--- src/rtl/dpalu_pkg.sv ---
package dpalu_pkg;
  typedef enum logic [3:0] {
    OP_AND   = 4'd0,  OP_XOR   = 4'd1,  OP_SUB   = 4'd2,  OP_RSUB  = 4'd3,
    OP_ADD   = 4'd4,  OP_ADDC  = 4'd5,  OP_SUBC  = 4'd6,  OP_RSUBC = 4'd7,
    OP_TEST  = 4'd8,  OP_TEQV  = 4'd9,  OP_CMPS  = 4'd10, OP_CMPA  = 4'd11,
    OP_OR    = 4'd12, OP_MOVE  = 4'd13, OP_CLR   = 4'd14, OP_NOT   = 4'd15
  } dp_op_e;

  localparam int FL_N = 3;
  localparam int FL_Z = 2;
  localparam int FL_C = 1;
  localparam int FL_V = 0;

  function automatic logic op_flags_only(input logic [3:0] op);
    return op[3:2] == 2'b10;
  endfunction

  function automatic logic op_uses_adder(input logic [3:0] op);
    return (op[3:2] == 2'b01) || (op[3:1] == 3'b001) || (op[3:1] == 3'b101);
  endfunction
endpackage

--- src/rtl/dp_cond_eval.sv ---
module dp_cond_eval
  import dpalu_pkg::*;
(
  input  logic [3:0] cond,
  input  logic [3:0] nzcv,
  output logic       pass
);
  logic n, z, c, v;
  assign n = nzcv[FL_N];
  assign z = nzcv[FL_Z];
  assign c = nzcv[FL_C];
  assign v = nzcv[FL_V];

  always_comb begin
    unique case (cond)
      4'd0:    pass = z;
      4'd1:    pass = !z;
      4'd2:    pass = c;
      4'd3:    pass = !c;
      4'd4:    pass = n;
      4'd5:    pass = !n;
      4'd6:    pass = v;
      4'd7:    pass = !v;
      4'd8:    pass = c && !z;
      4'd9:    pass = !c || z;
      4'd10:   pass = (n == v);
      4'd11:   pass = (n != v);
      4'd12:   pass = !z && (n == v);
      4'd13:   pass = z || (n != v);
      4'd14:   pass = 1'b1;
      default: pass = 1'b0;
    endcase
  end
endmodule

--- src/rtl/dp_logic_unit.sv ---
module dp_logic_unit
  import dpalu_pkg::*;
#(
  parameter int WIDTH = 32
) (
  input  logic [3:0]       op,
  input  logic [WIDTH-1:0] a,
  input  logic [WIDTH-1:0] b,
  output logic [WIDTH-1:0] y
);
  always_comb begin
    unique case (dp_op_e'(op))
      OP_AND, OP_TEST: y = a & b;
      OP_XOR, OP_TEQV: y = a ^ b;
      OP_OR:           y = a | b;
      OP_MOVE:         y = b;
      OP_CLR:          y = a & ~b;
      OP_NOT:          y = ~b;
      default:         y = '0;
    endcase
  end
endmodule

--- src/rtl/dp_addsub_unit.sv ---
module dp_addsub_unit
  import dpalu_pkg::*;
#(
  parameter int WIDTH = 32
) (
  input  logic [3:0]       op,
  input  logic [WIDTH-1:0] a,
  input  logic [WIDTH-1:0] b,
  input  logic             cin,
  output logic [WIDTH-1:0] sum,
  output logic             cout,
  output logic             ovf
);
  localparam int MSB = WIDTH - 1;

  logic [WIDTH-1:0] x, y, yy;
  logic             inv, ci;
  logic [WIDTH:0]   full;

  always_comb begin
    x   = a;
    y   = b;
    inv = 1'b0;
    ci  = 1'b0;
    unique case (dp_op_e'(op))
      OP_SUB, OP_CMPS: begin inv = 1'b1; ci = 1'b1; end
      OP_RSUB:         begin x = b; y = a; inv = 1'b1; ci = 1'b1; end
      OP_ADDC:         ci = cin;
      OP_SUBC:         begin inv = 1'b1; ci = cin; end
      OP_RSUBC:        begin x = b; y = a; inv = 1'b1; ci = cin; end
      default:         ;
    endcase
  end

  assign yy   = inv ? ~y : y;
  assign full = {1'b0, x} + {1'b0, yy} + {{WIDTH{1'b0}}, ci};
  assign sum  = full[MSB:0];
  assign cout = full[WIDTH];
  assign ovf  = (x[MSB] == yy[MSB]) && (sum[MSB] != x[MSB]);
endmodule

--- src/rtl/dp_alu_exec.sv ---
module dp_alu_exec
  import dpalu_pkg::*;
#(
  parameter int WIDTH = 32
) (
  input  logic             clk,
  input  logic             rst,
  input  logic [3:0]       cond_i,
  input  logic [3:0]       opcode_i,
  input  logic             set_flags_i,
  input  logic [WIDTH-1:0] rn_i,
  input  logic [WIDTH-1:0] op2_i,
  input  logic             shift_carry_i,
  input  logic [3:0]       nzcv_i,
  output logic [WIDTH-1:0] result_o,
  output logic             rd_we_o,
  output logic [3:0]       nzcv_o
);
  localparam int MSB = WIDTH - 1;

  logic             pass;
  logic [WIDTH-1:0] logic_y, arith_y, res_d;
  logic             arith_c, arith_v, use_adder, we_d;
  logic [3:0]       flags_d;

  dp_cond_eval u_cond (
    .cond (cond_i),
    .nzcv (nzcv_i),
    .pass (pass)
  );

  dp_logic_unit #(.WIDTH(WIDTH)) u_logic (
    .op (opcode_i),
    .a  (rn_i),
    .b  (op2_i),
    .y  (logic_y)
  );

  dp_addsub_unit #(.WIDTH(WIDTH)) u_arith (
    .op   (opcode_i),
    .a    (rn_i),
    .b    (op2_i),
    .cin  (nzcv_i[FL_C]),
    .sum  (arith_y),
    .cout (arith_c),
    .ovf  (arith_v)
  );

  assign use_adder = op_uses_adder(opcode_i);
  assign res_d     = use_adder ? arith_y : logic_y;
  assign we_d      = pass && !op_flags_only(opcode_i);

  always_comb begin
    flags_d = nzcv_i;
    if (pass && set_flags_i) begin
      flags_d[FL_N] = res_d[MSB];
      flags_d[FL_Z] = (res_d == '0);
      flags_d[FL_C] = use_adder ? arith_c : shift_carry_i;
      flags_d[FL_V] = use_adder ? arith_v : nzcv_i[FL_V];
    end
  end

  always_ff @(posedge clk) begin
    if (rst) begin
      result_o <= '0;
      rd_we_o  <= 1'b0;
      nzcv_o   <= 4'b0;
    end else begin
      result_o <= res_d;
      rd_we_o  <= we_d;
      nzcv_o   <= flags_d;
    end
  end

  AST_NEVER_CODE_IDLE: assert property (@(posedge clk) disable iff (rst)
    (cond_i == 4'hF) |=> (!rd_we_o && nzcv_o == $past(nzcv_i)));

  AST_FAIL_HOLDS_STATE: assert property (@(posedge clk) disable iff (rst)
    !pass |=> (!rd_we_o && nzcv_o == $past(nzcv_i)));

  AST_TEST_NO_WRITE: assert property (@(posedge clk) disable iff (rst)
    (opcode_i[3:2] == 2'b10) |=> !rd_we_o);

  AST_SBIT_CLEAR_HOLD: assert property (@(posedge clk) disable iff (rst)
    !set_flags_i |=> (nzcv_o == $past(nzcv_i)));

  AST_NZ_FOLLOW_RESULT: assert property (@(posedge clk) disable iff (rst)
    (pass && set_flags_i) |=> (nzcv_o[FL_N] == result_o[MSB] &&
                               nzcv_o[FL_Z] == (result_o == '0)));

  AST_LOGIC_KEEPS_V: assert property (@(posedge clk) disable iff (rst)
    (pass && set_flags_i && !use_adder) |=>
      (nzcv_o[FL_V] == $past(nzcv_i[FL_V]) &&
       nzcv_o[FL_C] == $past(shift_carry_i)));
endmodule

--- config.mk ---
export PLATFORM = sky130hd
export DESIGN_NAME = dp_alu_exec
export DESIGN_NICKNAME = d
export VERILOG_FILES = /design/src/rtl/dpalu_pkg.sv /design/src/rtl/dp_cond_eval.sv /design/src/rtl/dp_logic_unit.sv /design/src/rtl/dp_addsub_unit.sv /design/src/rtl/dp_alu_exec.sv
export SDC_FILE = /design/constraint.sdc
export NUM_CORES = 1
export LEC_CHECK = 0
export BUFFER_PORTS_ARGS = -buffer_cell sky130_fd_sc_hd__buf_2
export CORE_MARGIN = 5
export CORE_UTILIZATION = 59
export DETAILED_ROUTE_END_ITERATION = 8
export PLACE_DENSITY = 0.8
export SLEW_MARGIN = 5
export SYNTH_ARGS = -nofsm -noshare
export SYNTH_HDL_FRONTEND = slang
export SYNTH_SLANG_ARGS = --single-unit
export TNS_END_PERCENT = 20
--- constraint.sdc ---
create_clock -name clk -period 5.15 [get_ports clk]
set_clock_uncertainty 0.05 [all_clocks]
set_input_delay 0.2575 -clock clk [delete_from_list [all_inputs] [get_ports clk]]
set_output_delay 0.2575 -clock clk [all_outputs]
set_load 0.02 [all_outputs]
==> results of run 1 <==
## metrics by stage
step / instances / setup slack (ns) / total power [mW] / utilization [%]
after CTS: 1192 / 0.852 / 1.71 / 66.6
after detailed placement: 1184 / 0.618 / 1.46 / 65.5
after global placement: 1184 / 0.710 / 1.45 / 65.5
after global routing: 1192 / 0.388 / 1.86 / 66.6
after floorplan: 979 / 0.867 / 1.16 / -
final: 1192 / 0.788 / 1.74 / 66.6
## where the power goes
| group | switching [mW] | internal, mW | total, mW |
|---|---|---|---|
| sequential | 0.00992 | 0.333 | 0.343 |
| clock | 0.0950 | 0.158 | 0.253 |
| combinational | 0.720 | 0.426 | 1.15 |
| total | 0.825 | 0.916 | 1.74 |
## critical path, stage by stage
cell,delay [ns]
buf_2,0.33
clkinv_1,0.36
nor2_1,0.29
a21oi_1,0.06
nor2_1,0.09
a21oi_1,0.07
fa_1,0.46
inv_1,0.10
fa_1,0.21
nand3_1,0.16
a211oi_1,0.35
o21bai_1,0.21
nor4b_1,0.19
nor4_1,0.43
nand4_1,0.16
nor4_1,0.28
nand4_1,0.12
nand4b_1,0.21
o21ai_1,0.17
## cells in the final DEF, fill, tap and decap left out, types with 14 or more instances in the layout
cell     netlist  layout
o21ai_0      124     124
nand2_1      138     138
a22oi_1       14      14
dfxtp_1       37      37
xnor2_1       49      49
buf_2         21     116
inv_1         73      73
a21oi_1       58      58
nor2b_1       14      14
nor2_1        74      74
ha_1          63      63
o22ai_1       14      14
buf_4          4      18
xor2_1        14      14
nor3_1        15      14
nand4_1       16      16
## worst max path at each step
stage | start | to | depth (start not counted)
2_1_floorplan | opcode_i[1] | nzcv_o[2] | 20
3_3_place_gp | opcode_i[3] | nzcv_o[2] | 17
3_5_place_dp | opcode_i[1] | nzcv_o[2] | 19
4_1_cts | opcode_i[1] | nzcv_o[2] | 19
5_1_grt | opcode_i[1] | nzcv_o[2] | 19
6_report | opcode_i[1] | nzcv_o[2] | 19
## cells by family (layout without fill, tap and decap cells)
family | Yosys count | after routing | share of synthesized area, %
mux | 11 | 11 | 1.75
fa+ha+maj | 65 | 65 | 12.7
buf+inv | 144 | 217 | 9.39
compound gates | 344 | 344 | 34.3
xor+xnor | 63 | 63 | 8.47
simple gates | 315 | 315 | 22.1
flops | 37 | 37 | 11.4
## per-layer routing
metal / track usage [%] / vias to the layer above / share of wire (%)
met5: 0 / - / 0
li1: - / 3684 / -
met3: 7.95 / 59 / 13
met2: 50.6 / 484 / 41
met4: 11.0 / 0 / 2.8
met1: 46.4 / 3511 / 43
## flip-flops by register name, summed over array words and instances (netlist names)
| signal | cells |
|---|---|
| nzcv_o | 4 |
| rd_we_o | 1 |
| result_o | 32 |
## cell usage after synthesis, types with 7 or more instances
cell type and instances:
a21o_1 8, xnor2_1 49, nor2_1 74, ha_1 63, nand4_1 16, nand3_1 13, nor2b_1 14, nand2_1 138
mux2i_1 8, o22ai_1 14, dfxtp_1 37, a21oi_1 58, inv_1 73, buf_2 21, xor2_1 14, nor3_1 15
a32oi_1 7, o21ai_0 124, a221oi_1 13, a31oi_1 12, clkbuf_1 34, a22oi_1 14, o221ai_1 9, o211ai_1 10
o21ai_1 7
## layout make-up
cell class | count | share of cell area (%)
flip-flops and latches | 37 | 10.3
inverters | 75 | 3.90
clock buffers | 7 | 1.20
clock inverters | 1 | 0.416
repair buffers | 134 | 9.91
multi-input cells | 798 | 71.9
well taps | 140 | 2.43
==> implementation parameters, run 1 <==
Parameter                              Value

Drt
  Number of iterations in the first detailed-routing pass ... 6
  Aggregate routed wire length ... roughly 22000 um
  Count of nets left with antenna violations after detail routing ... 0
  First-iteration detailed-routing DRC count ... 1078
  Routed vias ... 7738
  Via density per instance ... 6.49
  Average wire per cell in the routed design ... 18.8 um
  Count of unresolved DRC violations after routing ... 0

Worst setup path
  WP data arrival ... 4.53 ns
  Critical path type ... primary input to register
  CP Data Required Time ... between 5 and 6 ns
  Kind of launch point of the worst setup path ... primary input
  Endpoint kind of the worst setup timing path ... register
  Maximum fanout count along the critical path ... 17

Finish
  Number of nets in the layout ... 1196
  Post-route standard cell area excluding fillers ... 0.00722 mm^2
  Layout cell share with drive strength beyond 1 ... approximately 16%
  Area occupied by registers ... 741 um^2
  ANT cells ... 0
  Relative area change from synthesis to final layout ... 10.8%
  Multi-input gate area in the final layout ... roughly 0.0052 mm^2
  Fill cell total of the finished layout ... 1011

Clocking
  Clk sink count ... 37
  Number of buffers inserted during clock tree synthesis ... 5
  Post-cts hold buffer count ... 0
  CTS HTree Levels ... 2
  Root buffer cell ... clkbuf_8
  Setup fix buffers added after clock tree synthesis ... 0
  Number of cells upsized or downsized after cts ... 0
  CTS clock-pin slew for the worst setup and hold paths ... about 0.070 ns
  Clock Tree Buf Depth ... 2
  TritonCTS clock tree ... built

STA
  Transition time of the tightest slew-check pin ... 1.03 ns
  Setup repair after global routing missed its margin ... false
  Final critical-path share of the clock period ... between 80% and 90%
  Min cycle time layout ... approximately 4.4 ns
  Post-route setup TNS ... 0 ns
  Final setup fails ... 0
  Number of hold-slack violations in the final timing report ... 0
  Worst slew margin relative to its limit ... a little under a third
  Pins over their slew limit ... 0
  Peak clock frequency supported by timing ... about 230 MHz
  WHS ... 0.248 ns

Floorplanning
  Initial core utilization ... about three fifths
  Floorplan die area ... 0.0132 mm^2
  # rows ... 38
  Chip width ... about 120 um
  Ports ... 117
  Total core area ... between 0.01 and 0.015 mm^2
  Die outline height ... between 100 and 150 um

Synth
  Sequential cell area fraction in the yosys report ... 11.4%
  Net count after synthesis ... 1124
  Cell area after technology mapping ... 0.00652 mm^2
  Count of state elements after synthesis ... 37
  Number of distinct library cells after synthesis ... 78
  Mean instance size in the synthesized netlist ... 6.66 um^2
  Synth async-reset ratio ... 0%
  Ranking of synthesized cells by area ... ha_1, dfxtp_1, o21ai_0, nand2_1, xnor2_1
  Synthesized instance count ... 979
  Most common flop cell mapped by yosys ... dfxtp_1
  Number of warnings issued by yosys ... 0
  Post-synthesis cell type with the largest combined area ... ha_1
  Yosys top cell area share ... 12.1%
  Number of enable flip-flop cells after synthesis ... 0

Worst hold path
  Hold Path Class ... primary input to register
  Hold Path Sink ... nzcv_o[2]
  Start point of the worst min-delay path ... nzcv_i[2]
  Hold path depth ... 3

GRT
  First-pass GRT wire length ... about 36000 um
  Total grt overflow ... 0
  Initial antenna violation count ... 0
  Global-route usage over all layers ... approximately a third
  Pin count of the biggest net entering global routing ... 77
  Vias in the first global route ... just under 7000

Placed design
  Post-detail-place hpwl ... 17100 um
  Cell Area, Placed ... 0.00711 mm^2
  Routability Congestion ... 1.04
  Quantity of I/O buffers inserted on ports ... roughly 120

Run
  Max Cap Viol ... 0

Pwr
  Peak VDD IR ... 0.211 mV
  Leakage Power ... 3.37 nW
  Power density relative to cell area ... 241 mW/mm^2

Outcome
  Outcome ... finished clean
(Power assumes the default switching activity.)
==> inputs of run 2 (changes only) <==
- clock period: 5.15 -> 4.11 ns (I/O delays scaled with it)
==> implementation parameters, run 2 (synthesis gave the netlist of run 1 again) <==
Parameter                              Value

Clocking
  TritonCTS clock tree ... built
  Clk sink count ... 37
  CTS clock-pin slew for the worst setup and hold paths ... about 0.070 ns
  Clock Tree Buf Depth ... 2
  CTS HTree Levels ... 2
  Number of buffers inserted during clock tree synthesis ... 5
  Post-cts hold buffer count ... 0
  Root buffer cell ... clkbuf_8

Worst setup path
  Maximum fanout count along the critical path ... 31
  WP data arrival ... approximately 4.1 ns
  CP Data Required Time ... 4.29 ns
  Critical path type ... primary input to register
  Kind of launch point of the worst setup path ... primary input
  Endpoint kind of the worst setup timing path ... register

Finish
  ANT cells ... 0
  Relative area change from synthesis to final layout ... 15.9%
  Post-route standard cell area excluding fillers ... between 0.007 and 0.008 mm^2
  Flip-flop count of the largest register after layout ... 32
  Reg with most FFs ... result_o
  Fin cells ... 1235
  Largest registers in the final layout ... result_o x32, nzcv_o x4, rd_we_o x1
  Layout cell share with drive strength beyond 1 ... 19.5%
  Commonest cells after routing, fill and taps aside ... nand2_1, o21ai_0, buf_2, nor2_1, inv_1
  Commonest non-fill, non-tap cell in the layout ... nand2_1
  Number of nets in the layout ... 1240

Worst hold path
  Start point of the worst min-delay path ... nzcv_i[2]
  Hold Path Sink ... nzcv_o[2]
  Hold Path Class ... primary input to register
  Hold path depth ... 3

Placed design
  Routability Congestion ... 0.970
  Quantity of I/O buffers inserted on ports ... between 100 and 150
  Placed instance count ... between 1000 and 1500
  Post-detail-place hpwl ... between 15000 and 20000 um
  Cell Area, Placed ... ~0.0074 mm^2

Floorplanning
  Floorplan die area ... 0.0132 mm^2
  # rows ... 38
  Die outline height ... 115 um
  Total core area ... approximately 0.011 mm^2
  Chip width ... 115 um
  Initial core utilization ... approximately three fifths
  Ports ... 117

GRT
  Total grt overflow ... 0
  First-pass GRT wire length ... 35100 um
  Global-route usage over all layers ... 32.7%
  Vias in the first global route ... 6997
  Pin count of the biggest net entering global routing ... 53
  Initial antenna violation count ... 0

Pwr
  Int Pwr ... roughly 1.2 mW
  Sequential power share ... around a fifth
  Power density relative to cell area ... 294 mW/mm^2
  Share of power burned in the clock network ... 11.1%
  Switching power as a share of total power ... around 47%
  Peak VDD IR ... 0.278 mV
  Share of total power in combinational logic ... 69.5%
  Leakage Power ... 3.57 nW
  Sw Pwr ... 1.05 mW

STA
  Worst slew margin relative to its limit ... 49.3%
  Number of hold-slack violations in the final timing report ... 0
  Min cycle time layout ... around 4.0 ns
  Final setup fails ... 0
  Final critical-path share of the clock period ... 96.4%
  Post-route setup TNS ... 0 ns
  Transition time of the tightest slew-check pin ... around 0.76 ns
  Pins over their slew limit ... 0
  Peak clock frequency supported by timing ... ~250 MHz

Drt
  Number of iterations in the first detailed-routing pass ... 5
  Via density per instance ... ~6.3
  Count of nets left with antenna violations after detail routing ... 0
  First-iteration detailed-routing DRC count ... ~920
  Aggregate routed wire length ... 22600 um
  Average wire per cell in the routed design ... 18.3 um
  Count of unresolved DRC violations after routing ... 0
  Routed vias ... 7779

Run
  Max Cap Viol ... 0

Outcome
  Outcome ... finished clean
==> run 2: routing by layer <==
| layer | global-route usage [%] | wire (um) | vias up |
|---|---|---|---|
| met4 | 10.3 | 519 | 0 |
| met5 | 0 | 0 | - |
| met2 | 50.4 | 9550 | 437 |
| met3 | 6.32 | 2810 | 48 |
| li1 | - | - | 3760 |
| met1 | 45.9 | 9680 | 3534 |
==> run 2: power by group through the flow <==
stage / registers (mW) / clock network (mW) / logic [mW]
after floorplan: 0.516 / 0 / 0.933
after global placement: 0.436 / 0 / 1.47
after detailed placement: 0.439 / 0 / 1.49
after CTS: 0.431 / 0.252 / 1.50
after global routing: 0.435 / 0.262 / 1.67
final: 0.430 / 0.246 / 1.54
==> run 2: worst max-delay path: stages <==
cell	delay, ns
buf_2	0.16
nor2_1	0.09
o21ai_4	0.14
buf_4	0.50
xnor2_1	0.22
fa_1	0.46
nand3_1	0.18
a21oi_1	0.12
or3_1	0.32
a31oi_1	0.32
nor4bb_2	0.30
nand4_1	0.18
nor4_2	0.36
buf_4	0.16
nand4_1	0.07
nand4b_1	0.19
o21ai_1	0.15
==> run 2: timing repair <==
item	CTS	global route
endpoints found under the setup margin	0	1
setup buffers	0	0
gates resized for setup	0	3
==> run 2: stage by stage <==
step	worst slack (ns)	util (%)	hold slack [ns]	power (mW)
floorplan	0.0371	-	0.306	1.45
CTS	0.228	69.5	0.167	2.18
global placement	0.0569	68.7	0.458	1.91
finish	0.146	69.7	0.174	2.22
detailed placement	-0.0448	68.7	0.465	1.93
global route	-0.0561	69.7	0.204	2.37
==> run 2: worst max path at each step <==
stage                      startpoint        end
after CTS                 opcode_i[1]  nzcv_o[2]
after global routing      opcode_i[1]  nzcv_o[2]
after floorplan           opcode_i[1]  nzcv_o[0]
final                     opcode_i[2]  nzcv_o[2]
after global placement    opcode_i[1]  nzcv_o[2]
after detailed placement  opcode_i[1]  nzcv_o[2]
==> run 2: final cells by class <==
type	count	area, um^2
sequential	37	741
fill	957	3290
inverter	75	282
timing repair buffer	178	1060
tap	140	175
multi-input combinational	798	5210
clock buffer	7	86.3
==> inputs of run 3 (changes only) <==
- CORE_UTILIZATION: 59 -> 63
- PLACE_DENSITY: 0.8 -> 0.85
- clock period: 4.11 -> 4.6 ns (I/O delays scaled with it)
==> implementation parameters, run 3 (synthesis gave the netlist of run 1 again) <==
Parameter                              Value

Finish
  Reg with most FFs ... result_o
  Flip-flop count of the largest register after layout ... 32
  Largest registers in the final layout ... result_o x32, nzcv_o x4, rd_we_o x1
  Layout cell share with drive strength beyond 1 ... 16.8%
  ANT cells ... 0
  Commonest cells after routing, fill and taps aside ... nand2_1, o21ai_0, buf_2, nor2_1, inv_1
  Relative area change from synthesis to final layout ... 11.5%
  Number of nets in the layout ... ~1200
  Commonest non-fill, non-tap cell in the layout ... nand2_1

Pwr
  Leakage Power ... 3.41 nW
  Peak VDD IR ... approximately 0.24 mV
  Power density relative to cell area ... 258 mW/mm^2
  Total design power ... roughly 1.9 mW

STA
  Final setup fails ... 0
  Peak clock frequency supported by timing ... 237 MHz
  Pins over their slew limit ... 0
  Worst slew margin relative to its limit ... between 50% and 60%
  Min cycle time layout ... 4.21 ns
  Final critical-path share of the clock period ... 91.6%
  Transition time of the tightest slew-check pin ... 0.730 ns
  Post-route setup TNS ... 0 ns
  Number of hold-slack violations in the final timing report ... 0
  Setup repair after global routing missed its margin ... false

Clocking
  CTS clock-pin slew for the worst setup and hold paths ... 0.07 ns
  Clk sink count ... 37
  Setup fix buffers added after clock tree synthesis ... 0
  Number of buffers inserted during clock tree synthesis ... 5
  Post-cts hold buffer count ... 0
  TritonCTS clock tree ... built
  Root buffer cell ... clkbuf_8
  Clock Tree Buf Depth ... 2
  CTS HTree Levels ... 2
  Number of cells upsized or downsized after cts ... 0

Drt
  Number of iterations in the first detailed-routing pass ... 7
  Routed vias ... 7635
  First-iteration detailed-routing DRC count ... 951
  Aggregate routed wire length ... 21600 um
  Via density per instance ... between 6 and 7
  Count of unresolved DRC violations after routing ... 0
  Average wire per cell in the routed design ... 18.0 um
  Count of nets left with antenna violations after detail routing ... 0

GRT
  Global-route usage over all layers ... 33.2%
  Pin count of the biggest net entering global routing ... 46
  Initial antenna violation count ... 0
  Vias in the first global route ... a little under 7000
  Total grt overflow ... 0
  First-pass GRT wire length ... 34500 um

Floorplanning
  # rows ... 37
  Floorplan die area ... 0.0125 mm^2
  Ports ... 117
  Chip width ... 112 um
  Total core area ... 0.0102 mm^2
  Die outline height ... 112 um
  Initial core utilization ... 64.0%

Worst setup path
  Worst-path cell chain ... buf_2, inv_1, nand3_4, buf_4, buf_4, o21ai_0, xnor2_1, ha_1, nand4_1, or2_2, nor4_1, a21oi_1, xnor2_1, a221oi_1, nand4_1, nand4b_1, o21ai_1
  Critical path type ... primary input to register
  WP data arrival ... 4.39 ns
  Termination of the worst setup path ... nzcv_o[2]
  CP max stage delay ... 0.59 ns
  Kind of launch point of the worst setup path ... primary input
  Maximum fanout count along the critical path ... 45
  Worst setup startpoint ... opcode_i[3]
  Endpoint kind of the worst setup timing path ... register
  Cell with the largest stage delay on the worst path ... a221oi_1
  CP Data Required Time ... 4.78 ns

Placed design
  Routability Congestion ... 1.06
  Quantity of I/O buffers inserted on ports ... ~120
  Post-detail-place hpwl ... 16900 um

Worst hold path
  Hold Path Class ... primary input to register

Outcome
  Outcome ... finished clean

Run
  Max Cap Viol ... 0
==> run 3: cell count changes in the layout (fill, tap and decap cells not counted), sizes merged <==
cell	change
clkinv	+1
clkbuf	-2
buf	-32
==> run 3: power breakdown <==
part	leakage [nW]	internal, mW	total [mW]	switching (mW)
sequential	0.308	0.373	0.383	0.0101
combinational	3.06	0.487	1.29	0.802
clock	0.0399	0.0994	0.202	0.103
total	3.41	0.959	1.87	0.915
==> run 3: critical path: cells and delay by family <==
kind                       cells  cell delay (ns)
AOI/OAI and AO/OA              4             1.03
xor gates and xnor gates       2             0.30
and+or+nand+nor                6             1.30
buffers and inverters          4             1.03
adders and majority gates      1             0.47
==> run 3: worst min-delay path by stage <==
stage / start / slack [ns] / end / cells past startpoint
global route: nzcv_i[2] / 0.21 / nzcv_o[2] / 3
detailed placement: nzcv_i[2] / 0.49 / nzcv_o[2] / 3
floorplan: nzcv_i[2] / 0.33 / nzcv_o[2] / 2
finish: nzcv_i[2] / 0.20 / nzcv_o[2] / 3
CTS: nzcv_i[2] / 0.19 / nzcv_o[2] / 3
global placement: nzcv_i[2] / 0.48 / nzcv_o[2] / 3
==> run 3: metal layers <==
| layer | GRT usage [%] | part of all wire [%] |
|---|---|---|
| met5 | 0 | 0 |
| met4 | 10.4 | 2.3 |
| met2 | 50.0 | 42 |
| met1 | 45.7 | 42 |
| met3 | 9.40 | 14 |
==> run 3: per-stage QoR <==
| step | setup WS [ns] | hold slack, ns | utilization [%] | cells | area, um^2 |
|---|---|---|---|---|---|
| 2_1_floorplan | 0.345 | 0.331 | - | 979 | 6520 |
| 3_3_place_gp | 0.234 | 0.479 | 70.6 | 1192 | 7190 |
| 3_5_place_dp | 0.229 | 0.494 | 70.6 | 1192 | 7190 |
| 4_1_cts | 0.519 | 0.186 | 71.3 | 1198 | 7260 |
| 5_1_grt | 0.0500 | 0.214 | 71.3 | 1198 | 7260 |
| 6_report | 0.386 | 0.199 | 71.3 | 1198 | 7260 |
==> run 3: layout make-up <==
cell class | count | area, um^2
Multi-Input combinational cell | 798 | 5190
Fill cell | 946 | 2920
Timing Repair Buffer | 146 | 806
Sequential cell | 37 | 741
Inverter | 75 | 282
Tap cell | 136 | 170
Clock buffer | 5 | 68.8
Clock inverter | 1 | 5.00
